$ cat config.mk
export PLATFORM = sky130hd
export DESIGN_NAME = lcm_signed8
export DESIGN_NICKNAME = d
export VERILOG_FILES = /design/src/rtl/lcm_signed8.sv
export SDC_FILE = /design/constraint.sdc
export NUM_CORES = 1
export LEC_CHECK = 0
export ABC_AREA = 1
export BUFFER_PORTS_ARGS = -buffer_cell sky130_fd_sc_hd__buf_2
export CORE_AREA = 2 2 164 166
export CTS_BUF_LIST = sky130_fd_sc_hd__clkbuf_16
export DETAILED_ROUTE_END_ITERATION = 12
export DIE_AREA = 0 0 166 168
export GPL_TIMING_DRIVEN = 0
export MAX_ROUTING_LAYER = met4
export SYNTH_ARGS = -nofsm -noshare
export SYNTH_HDL_FRONTEND = slang
export SYNTH_SLANG_ARGS = --single-unit
$ cat constraint.sdc
create_clock -name clk -period 2.5 [get_ports clk]
set_input_delay 0.25 -clock clk [delete_from_list [all_inputs] [get_ports clk]]
set_output_delay 0.25 -clock clk [all_outputs]
set_load 0.02 [all_outputs]
$ cat src/rtl/lcm_signed8.sv
module lcm_signed8 #(
  parameter int W = 8
) (
  input  logic           clk,
  input  logic           rst_n,
  input  logic [W-1:0]   sw,
  input  logic           load_btn,
  input  logic           start_btn,
  output logic [2*W-1:0] result,
  output logic           ready
);
  localparam int MW = W + 1;
  localparam int RW = W + 2;
  localparam int PW = 2 * W + 2;
  localparam int CW = $clog2(W + 2);
  localparam logic [CW-1:0] CNT_FULL = CW'(MW);
  localparam logic [CW-1:0] CNT_ONE  = CW'(1);

  typedef enum logic [3:0] {
    S_IDLE, S_CHK, S_NORM, S_SUB, S_FIX, S_SWAP, S_DIV, S_MUL, S_DONE
  } state_t;

  state_t        st;
  logic          sel;
  logic [W-1:0]  opa, opb;
  logic [MW-1:0] ma, mb, rg2, rg3;
  logic [RW-1:0] rg1;
  logic [PW-1:0] acc;
  logic [CW-1:0] cnt;

  logic [MW-1:0] abs_a, abs_b;
  logic [RW-1:0] div_shift, div_diff;
  logic          div_fits, idle_like;

  assign abs_a = opa[W-1] ? (~{opa[W-1], opa} + 1'b1) : {1'b0, opa};
  assign abs_b = opb[W-1] ? (~{opb[W-1], opb} + 1'b1) : {1'b0, opb};

  assign div_shift = {rg1[W:0], rg3[W]};
  assign div_diff  = div_shift - {1'b0, rg2};
  assign div_fits  = div_shift >= {1'b0, rg2};

  assign idle_like = (st == S_IDLE) || (st == S_DONE);
  assign ready     = (st == S_DONE);
  assign result    = acc[2*W-1:0];

  always_ff @(posedge clk) begin
    if (!rst_n) begin
      st  <= S_IDLE;
      sel <= 1'b0;
      opa <= '0;
      opb <= '0;
      ma  <= '0;
      mb  <= '0;
      rg1 <= '0;
      rg2 <= '0;
      rg3 <= '0;
      acc <= '0;
      cnt <= '0;
    end else begin
      case (st)
        S_IDLE, S_DONE: begin
          if (start_btn) begin
            sel <= 1'b0;
            ma  <= abs_a;
            mb  <= abs_b;
            rg1 <= {1'b0, abs_a};
            rg2 <= abs_b;
            cnt <= '0;
            st  <= S_CHK;
          end else if (load_btn) begin
            if (sel) opb <= sw;
            else     opa <= sw;
            sel <= ~sel;
          end
        end
        S_CHK: begin
          if (ma == '0 || mb == '0) begin
            acc <= '0;
            st  <= S_DONE;
          end else begin
            st <= S_NORM;
          end
        end
        S_NORM: begin
          if (!rg2[W]) begin
            rg2 <= {rg2[W-1:0], 1'b0};
            cnt <= cnt + 1'b1;
          end else begin
            st <= S_SUB;
          end
        end
        S_SUB: begin
          rg1 <= rg1 - {1'b0, rg2};
          st  <= S_FIX;
        end
        S_FIX: begin
          if (rg1[RW-1]) rg1 <= rg1 + {1'b0, rg2};
          if (cnt == '0) begin
            st <= S_SWAP;
          end else begin
            rg2 <= {1'b0, rg2[W:1]};
            cnt <= cnt - 1'b1;
            st  <= S_SUB;
          end
        end
        S_SWAP: begin
          if (rg1 == '0) begin
            rg3 <= ma;
            cnt <= CNT_FULL;
            st  <= S_DIV;
          end else begin
            rg1 <= {1'b0, rg2};
            rg2 <= rg1[W:0];
            st  <= S_NORM;
          end
        end
        S_DIV: begin
          if (div_fits) begin
            rg1 <= div_diff;
            rg3 <= {rg3[W-1:0], 1'b1};
          end else begin
            rg1 <= div_shift;
            rg3 <= {rg3[W-1:0], 1'b0};
          end
          cnt <= cnt - 1'b1;
          if (cnt == CNT_ONE) begin
            acc <= '0;
            cnt <= CNT_FULL;
            st  <= S_MUL;
          end
        end
        S_MUL: begin
          acc <= {acc[PW-2:0], 1'b0} + (rg3[W] ? {{(PW-MW){1'b0}}, mb} : '0);
          rg3 <= {rg3[W-1:0], 1'b0};
          cnt <= cnt - 1'b1;
          if (cnt == CNT_ONE) st <= S_DONE;
        end
        default: st <= S_IDLE;
      endcase
    end
  end

  assert_ready_hold_R6: assert property (@(posedge clk) disable iff (!rst_n)
    (ready && !start_btn) |=> (ready && $stable(result)));

  assert_ready_drop_R6: assert property (@(posedge clk) disable iff (!rst_n)
    (ready && start_btn) |=> !ready);

  assert_zero_short_R4: assert property (@(posedge clk) disable iff (!rst_n)
    (st == S_CHK && (ma == '0 || mb == '0)) |=> (ready && result == '0));

  assert_rem_bound_R3: assert property (@(posedge clk) disable iff (!rst_n)
    (st == S_SWAP) |-> (!rg1[RW-1] && rg1 < {1'b0, rg2}));

  assert_norm_live_R3: assert property (@(posedge clk) disable iff (!rst_n)
    (st == S_NORM) |-> (rg2 != '0 && cnt <= CNT_FULL));

  assert_no_overflow_R8: assert property (@(posedge clk) disable iff (!rst_n)
    ready |-> (acc[PW-1:2*W-1] == '0));

  assert_busy_ops_R7: assert property (@(posedge clk) disable iff (!rst_n)
    !idle_like |=> ($stable(opa) && $stable(opb) && $stable(sel)));
endmodule

[Word-level counts from Yosys, hierarchy flattened]
Index checks and enable logic that the tools add are counted.
Widths: inputs -> output; s select.
Storage, ports and cells
  flip-flop bits (word level): 87
Cells by class
  add/sub/neg operators: 8
  magnitude comparators: 1
  equality and inequality tests: 19
  multiplexer cells: 35
  bitwise operators: 4
  reductions and logical operators: 25
Operators by type and width (count)
  $mux 9: 8
  $pmux 10 s5: 1
  $pmux 16 s3: 1
  $mux 10: 4
  $mux 4: 10
  $pmux 9 s4: 1
  $mux 16: 2
  $pmux 4 s8: 1
  $pmux 9 s3: 1
  $pmux 4 s6: 1
  $ne 2x2->1 const B: 10
  $reduce_and 4->1: 5
  $sub 10x9->10: 2
  $add 9x1->9 const B: 2
  $logic_not 9->1: 2
  $not 9->9: 2
  $add 16x9->16: 1
  $eq 4x3->1 const B: 4
  $add 10x9->10: 1
  $ge 10x9->1: 1
  $logic_not 10->1: 1
  $reduce_and 5->1: 2
  $eq 4x1->1 const B: 2
  $eq 4x2->1 const B: 2
  16 further kinds: 25

[Logic depth before layout (Yosys ltp)]
Gate-level depths: netlist (run 1).
  depth in word-level cells: 5
  mapped depth: 16

[Least setup slack after synthesis (run 1)]
Ideal clock, no wire load.
  path type: register -> register
  start: register rg2[1]
  end: register rg1[7]
  arrival: 1.883 ns
  data required time: 2.368 ns
  path slack: 0.485 ns
  stages on the path, launching flop included: 13
  path buffers: 0
  period minus slack after synthesis: 2.015 ns
  cells stage by stage: dfxtp_1 inv_1 fa_1 nand2_1 nand3_1 nand2_1 nand2_2 nand2_1 nand2_1 nand2_1 nand3_1 nand2_1 a21oi_1
Between the ends
  cells in the longest elaborated chain, start to end: 3
  elaborated cells on any way between the ends: 7
  classes of those cells: 3 x add/sub; 1 x order compare; 3 x mux
Ends and longest elaborated chain
  start: declaration: line 26  | logic [MW-1:0] ma, mb, rg2, rg3;
  start signal: assignment: line 67  | rg2 <= abs_b;
  start signal: assignment: line 86  | rg2 <= {rg2[W-1:0], 1'b0};
  start signal: assignment: line 101  | rg2 <= {1'b0, rg2[W:1]};
  $sub 10x9->10 (tied with other cells): line 39  | assign div_diff = div_shift - {1'b0, rg2};
  $mux 10 (on tied branches): line 118, 97
  $pmux 10 s5 (*): line 60  | case (st)
  end signal: assignment: line 66  | rg1 <= {1'b0, abs_a};
  end signal: assignment: line 119  | rg1 <= div_diff;
  end signal: assignment: line 122  | rg1 <= div_shift;
  end: declaration: line 27  | logic [RW-1:0] rg1;
Every way passes the cells marked *; elsewhere a longest branch is shown, timed or not. The select of a mux whose other input is x is not followed.
A chain may end at the register's enable or synchronous reset.

[Worst setup path in the final report (run 1)]
  start: register rg2[7]
  end: register rg1[7]
The elaborated chain is that of the path after synthesis.

==> impl_summary.md, run 1 <==
Synth
In the post-synthesis netlist, the biggest area contributors are dfxtp_1 27%, nand2_1 14%, ha_1 7.9%, a21oi_1 7.9%, inv_1 7.9%. The number of synthesized flops with an enable pin is 0. The synthesized design contains 87 register bits. Of all flip-flops after synthesis, the portion carrying an async set or reset was 0%. The library cell with the highest instance count after synthesis is nand2_1. The register area share after synthesis is 26.9%. The post-synthesis cell count is 1022. Averaged over all synthesized cells, the footprint is 6.34 µm².

In the synthesized netlist the dominant register cell turns out to be dfxtp_1. The number of warnings reported in the yosys synthesis log is 0. Summed over its instances, the top area cell type makes up 26.9% of the synthesized netlist area. The unique cell type count in the Yosys netlist is 43. The number of nets handed over by synthesis was 1079. By count the netlist is led by 243 x nand2_1, 136 x inv_1, 102 x a21oi_1.

The synthesized cell area is 0.00648 mm². The synthesized design spends more area on one cell type than any other, namely dfxtp_1.

Layout
Relative to the synthesized area, the layout overhead comes to 13.4%. The fraction of final layout cells with drive strength greater than 1 is 8.75%. The number of antenna diodes is 0. The final layout contains 1115 nets.

Run
Max-cap violations in this run came to 0.

Drt
The routed design has 19700 µm of wire. The number of violations reported at the end of detailed-routing iteration 0 is 443. In the routed design, unresolved DRC markers number 0. The via count is 6719. In the routed layout, each cell is associated on average with a via count of 4.79. Once detail routing completed, the nets flagged for antenna violations numbered 0.

The number of optimization iterations in the first detailed-route pass is 5. The routed length per instance is 14.0 µm.

Setup path
In this run the worst path has a maximum fanout of 10. The cell with the most instances on the worst path is nand2_1. In this design, the stage delay of the slowest critical-path cell is 0.41 ns. The endpoint type of the worst setup path is a register. The data required time at the worst endpoint is 2.71 ns.

The critical path goes through inv_1 -> ha_1 -> nand2_1 -> nand2_1 -> nand2_1 -> nand2_1 -> nor2_4 -> nand2_4 -> nand2_1 -> nand2_1 -> nand2_1 -> nand3_1 -> nand2_1 -> a21oi_1. The setup path with the least slack is of type register to register. Among all stages on the critical path, the largest delay is contributed by dfxtp_1.

STA puts the critical path data arrival time at 2.56 ns. STA classifies the critical path startpoint as a register.

Floorplanning
The vertical die dimension is 168 µm. Measured along the x axis, the die boundary spans 166 µm. The number of primary I/O pins is 29. The area of the core region is 0.0264 mm². The initial core utilization is 24.6%. The site row count is 60. The die covers 0.0279 mm².

Global routing
The number of global-route vias before repair was 6266. Entering global routing, the biggest net connects 16 pins. The total congestion overflow is 0. The first global-routing pass estimated 31900 µm of wire. The initial antenna violation count is 0. Across every metal layer, demand over resource in global routing totals 14.5%.

Clocking
The quantity of hold-fixing buffers added after cts is 0. After clock tree synthesis, the clock-pin slew on the worst setup and hold paths is 0.07 ns. The worst-case clock buffer depth is 2. The total clock sinks is 87.

The H-tree was split into 3 levels. The insertion delay to the later sink of the worst-skew pair is 0.35 ns. Clock tree synthesis selected as its root buffer the cell clkbuf_16. The number of buffers added for setup after CTS is 0. Clock tree synthesis inserted a total of 9 buffers.

TritonCTS built the clock tree.

Placement
Routability-driven placement finished with a final weighted congestion of 0.959. During placement, the flow inserted port buffers numbering 28. Detailed placement finished with a half-perimeter wire length of 15700 µm. At the placement stage, the worst setup path has a slack of -0.180 ns.

Power and ir drop
The worst supply voltage drop on vdd is 434 µV. For this design the ratio of total power to cell area is 1050 mW/mm². The standby leakage power is 3.42 nW.

Timing
The worst-case hold slack is 0.156 ns. Of the available clock period, the critical path in the final layout requires 94.0%. The final critical-path setup slack is 0.149 ns. The final setup skew is 0.00694 ns. The number of pins exceeding their max-slew limit in the final report is 0. Measured against its own limit, the worst slew margin works out to 54.8%.

Setup repair after global routing could not meet its margin everywhere. Setup violations remaining at the end of the flow were counted as 0. The final-report hold violation count is 0.

Summed over all failing endpoints, the final setup total negative slack is 0 ns. Based on the critical path, the design can be clocked at up to 425 MHz. At the pin with the least slew margin, the transition time is 0.679 ns. The time the worst path needs with I/O delays and setup is 2.35 ns.

Worst hold path
The tightest min-delay check is of the primary input to register type.

Outcome
The run finished with clean final reports.
-- final cells by class --
| cell class | count | area (µm²) |
|---|---|---|
| clock inverters | 7 | 50.0 |
| plain buffers | 26 | 133 |
| flip-flops and latches | 87 | 1740 |
| repair buffers | 28 | 140 |
| well taps | 341 | 427 |
| clock buffers | 9 | 225 |
| inverters | 143 | 537 |
| fillers | 2939 | 19000 |
| multi-input cells | 763 | 4090 |
-- critical path: cells and delay by family (launching register included) --
kind / cells / cell delay [ns]
DFF: 1 / 0.41
buffers and inverters: 1 / 0.15
adders and majority gates: 1 / 0.39
AOI/OAI and AO/OA: 1 / 0.05
and+or+nand+nor: 11 / 1.21
-- placed cells by master, fill, tap and decap left out, drive strengths merged, types with 2 or more instances in the layout --
cell type | synthesis | routed
o21bai | 7 | 7
or2 | 5 | 5
dfxtp | 87 | 87
clkinvlp | 0 | 3
o21ai | 80 | 80
nand4 | 18 | 18
xnor2 | 4 | 4
nor2 | 92 | 92
clkinv | 1 | 5
nand3 | 90 | 90
o221ai | 2 | 2
o22ai | 7 | 7
a21oi | 102 | 102
buf | 10 | 38
o31ai | 2 | 2
xor2 | 15 | 15
nand3b | 3 | 3
ha | 41 | 41
clkbuf | 19 | 25
a31oi | 11 | 11
o211ai | 5 | 5
a21boi | 5 | 5
a211oi | 2 | 2
o21a | 4 | 4
inv | 142 | 142
nand2 | 250 | 250
fa | 4 | 4
nor3 | 8 | 8
-- path summary, 6_finish.rpt --
check          from     end  slack (ns)  depth (start not counted)
min reg2reg   ma[8]   ma[8]        0.48                          2
max          rg2[7]  rg1[7]        0.15                         14
min           sw[7]  opa[7]        0.16                          3
max reg2reg  rg2[7]  rg1[7]        0.15                         14
-- cells by family (layout without fill, tap and decap cells) --
kind of cell | count (synthesis) | after routing | share of synthesized area [%]
and+or+nand+nor | 468 | 468 | 31.2
AOI/OAI and AO/OA | 231 | 231 | 19.7
buffers and inverters | 172 | 213 | 10.5
DFF | 87 | 87 | 26.9
adders and majority gates | 45 | 45 | 9.16
xor gates and xnor gates | 19 | 19 | 2.57
-- layer usage --
layer / global-route usage, % / share of wire (%)
met1: 19.0 / 48
met2: 23.6 / 45
met3: 1.69 / 4.5
met4: 4.31 / 2.3
met5: - / 0
-- flip-flops by register name, summed over array words and instances, names as in the netlist --
name	count
acc	16
rg1	10
ma	9
mb	9
rg2	9
rg3	9
opa	8
opb	8
cnt	4
st	4
sel	1
-- report_power, final --
group,switching [mW],internal (mW),total (mW)
Sequential,0.265,1.62,1.89
Clock,0.608,0.673,1.28
Combinational,3.03,1.50,4.52
-- through the flow --
step | util [%] | instances | power, mW | area, µm²
floorplan | - | 1022 | 5.18 | 6480
global placement | 26.7 | 1391 | 6.23 | 7040
detailed placement | 26.7 | 1391 | 6.27 | 7040
CTS | 27.8 | 1407 | 7.58 | 7320
global route | 27.9 | 1404 | 8.40 | 7350
finish | 27.9 | 1404 | 7.69 | 7350
-- what timing repair did --
item,CTS,global route
pin swaps,0,0
endpoints found under the setup margin,9,14
resized for setup,3,10
Note: power is estimated with default switching activity, not from simulation.
==> run 2, diff against run 1 <==
--- a/config.mk
+++ b/config.mk
@@ -7,12 +7,13 @@
 export LEC_CHECK = 0
 export ABC_AREA = 1
 export BUFFER_PORTS_ARGS = -buffer_cell sky130_fd_sc_hd__buf_2
-export CORE_AREA = 2 2 164 166
+export CORE_AREA = 2 2 124 96
 export CTS_BUF_LIST = sky130_fd_sc_hd__clkbuf_16
 export DETAILED_ROUTE_END_ITERATION = 12
-export DIE_AREA = 0 0 166 168
+export DIE_AREA = 0 0 126 98
 export GPL_TIMING_DRIVEN = 0
 export MAX_ROUTING_LAYER = met4
+export PLACE_DENSITY = 0.76
 export SYNTH_ARGS = -nofsm -noshare
 export SYNTH_HDL_FRONTEND = slang
 export SYNTH_SLANG_ARGS = --single-unit
==> run 2 against run 1 <==
Against the previous run:
- worst hold slack got worse by 0.0074 ns
- register-to-register slack lost 0.07 ns
- highest routed layer unchanged
- largest cell class unchanged
- die area down 56%
- first-iteration DRC count up 50%
- sequential cell count stayed put
- final area is 3.3% lower
- wire length is 2.7% lower
- critical endpoint is now rg1[4]
- core utilization is 35 points higher
- clock power down 7%
==> impl_summary.md, run 2 (synthesis gave the netlist of run 1 again) <==
Outcome
The flow ran to the end, and the final reports show no timing, DRC or antenna violations.

Layout
Compared with the post-synthesis result, the final layout area differs by 9.68%. The fraction of final layout cells with drive strength greater than 1 is 8.77% (+0.016 points). The number of nets in the layout is 1116 (+0.090%).

In the layout the commonest cells are 241 x nand2_1, 135 x inv_1, 100 x a21oi_1. The share of the core filled with cells is 63.2% (+35 points). The number of antenna diodes came to 0 (unchanged). The number of flip-flops in the largest register is 16 (unchanged).

The sequential cell area in the final layout is 0.00175 mm² (about the same). More flip-flops sit in one register than any other, and that register is acc. The post-layout instance count excluding filler cells is 1205 (-14%). The area of all placed cells without fillers is 0.00710 mm² (-3.3%). In the final layout, the registers with the most flip-flops are acc: 16 flops, rg1: 10 flops. The most common cell after layout, fill and taps aside is nand2_1. The total area of multi-input combinational cells is 0.00411 mm² (+0.55%). The filler cell count in the final layout is 1116 (-62%).

Timing
The achievable clock frequency is 413 MHz (-2.9%). The total setup violations reported at the end of the flow is 0 (unchanged). The time the worst path needs with I/O delays and setup was 2.42 ns (+0.0699 ns). The final critical-path share of the clock period came to 96.8% (+2.8 points). The relative slew slack is 55.1% (+0.39 points).

The number of pins exceeding their max-slew limit in the final report came to 0 (unchanged). The pin slew with the least headroom to its limit was 0.673 ns (-0.00583 ns). The worst-case hold slack was 0.148 ns (-0.00737 ns). The final-report hold violation count is 0 (unchanged). The final setup skew is 0.00820 ns (+0.00126 ns).

Global routing
The largest net degree at the start of global routing is 14 (-2). The global routing usage summed across all routing layers was 32.4% (+18 points). The met1 usage is 47.9% (+29 points). The total congestion overflow is 0 (unchanged). The initial antenna violation count is 0 (unchanged). The routing usage on met3 came to 8.82% (+7.1 points). The wire length of the first global-routing pass is 31100 µm (-2.4%). The global routing stage identified its most utilized layer as met1. The number of global-route vias before repair is 6127 (-2.2%). The global routing usage on met2 is 43.8% (+20 points).

Clocking
The post-CTS clock slew at the launch and capture registers of the worst setup and hold paths is 0.06 ns (about the same). The quantity of gates resized following cts was 2 (-1). The quantity of hold-fixing buffers added after cts is 0 (unchanged).

The root buffer cell is clkbuf_16. The number of levels the H-tree was split into is 3 (unchanged). The total clock sinks is 87 (unchanged). The TritonCTS clock tree is yes. The insertion delay to the later sink of the worst-skew pair came to 0.34 ns (about the same).

The worst-case clock buffer depth was 2 (unchanged). The number of buffers added for setup after CTS is 0 (unchanged). The total CTS buffers came to 9 (unchanged).

Drt
The number of violations reported at the end of detailed-routing iteration 0 is 666 (+50%). The via count is 6802 (+1.2%). The count of antenna-violating nets left after detailed routing is 0 (unchanged). The routed length per instance was 15.9 µm (+13%). The total routed wirelength is 19100 µm (-2.7%).

The number of optimization iterations in the first detailed-route pass is 6 (+1). The number of DRC violations after detailed routing was 0 (unchanged). The mean number of vias per cell is 5.64 (+18%).

Floorplanning
The initial core utilization was 57.7% (+33 points). The vertical die dimension came to 98 µm (-42%). The area of the core region came to 0.0112 mm² (-57%). The site row count is 34 (-43%). The area of the die is 0.0123 mm² (-56%).

The number of primary I/O pins is 29 (unchanged). The floorplan die width is 126 µm (-24%).

Setup path
The worst setup path category is register to register. The arrival time at the worst endpoint was 2.62 ns (+0.06 ns). The register-to-register setup slack came to 0.08 ns (-0.07 ns). The maximum net fanout on the critical path is 6 (-4). The data required time at the worst endpoint is 2.70 ns (about the same).

The endpoint type of the worst setup path is a register. The critical path launch point type is a register.

Placement
The placed instance area is 0.00680 mm² (-3.5%). The half-perimeter wire length after placement is 14900 µm (-5.1%). The routability congestion estimate came to 1.03 (+7.4%). The count of buffers from port buffering is 28 (unchanged). The number of placed instances, taps included was 1194 (-14%).

Power and ir drop
The switching power total is 3.93 mW (+0.72%). The standby leakage power was 3.41 nW (-0.30%). The worst supply voltage drop on vdd is 750 µV (+73%). The share of total power consumed by net switching is 51.0% (+0.28 points).

The part of the total power dissipated in sequential elements is 24.8% (+0.3 points). The total power divided by cell area is 1080 mW/mm² (+3.6%). The total internal power is 3.78 mW (-0.42%). The combinational cell fraction of total power is 59.8% (+1.0 points).

The overall power of the completed layout is 7.70 mW (+0.16%). The clock network fraction of total power is 15.4% (-1.3 points).

Run
The number of max-cap violations is 0 (unchanged).

Worst hold path
The worst hold path belongs to the class primary input to register.
-- run 2: layout make-up --
class / count / share of cell area (%)
Inverter: 143 / 7.56
Clock buffer: 9 / 3.17
Tap cell: 144 / 2.54
Timing Repair Buffer: 28 / 1.97
Clock inverter: 4 / 0.370
Sequential cell: 87 / 24.6
Buffer: 27 / 1.92
Multi-Input combinational cell: 763 / 57.9
-- run 2: metrics by stage --
stage | TNS (ns) | setup slack [ns]
2_1_floorplan | 0 | 0.485
3_3_place_gp | -0.144 | -0.0757
3_5_place_dp | -0.227 | -0.103
4_1_cts | 0 | 0.00180
5_1_grt | -0.00698 | -0.00698
6_report | 0 | 0.0795
-- run 2: power by group through the flow --
stage          clock network (mW)  registers (mW)  logic [mW]
4_1_cts                      1.20            1.88        4.40
3_3_place_gp                    0            1.91        4.27
3_5_place_dp                    0            1.91        4.33
5_1_grt                      1.26            1.93        5.20
2_1_floorplan                   0            1.81        3.36
6_report                     1.19            1.91        4.61
-- run 2: final timing paths --
| path | from | end | depth (start not counted) |
|---|---|---|---|
| max | rg1[0] | rg1[4] | 12 |
| min | sw[7] | opa[7] | 3 |
| max reg2reg | rg1[0] | rg1[4] | 12 |
| min reg2reg | acc[15] | acc[15] | 2 |
-- run 2: worst max-delay path, stage by stage (launching register included) --
cell and delay [ns]:
dfxtp_1 0.40, inv_1 0.19, ha_1 0.19, inv_1 0.09, fa_1 0.45, nand3_1 0.10
nand3_1 0.16, o21ai_0 0.26, nand3_1 0.13, inv_1 0.08, nand3_1 0.09, nand2_1 0.07
a21oi_1 0.05
-- run 2: routing by layer --
metal	share of wire [%]	wire, µm
met1	50	9490
met5	0	0
met3	9.8	1880
met4	1.3	253
met2	39	7510
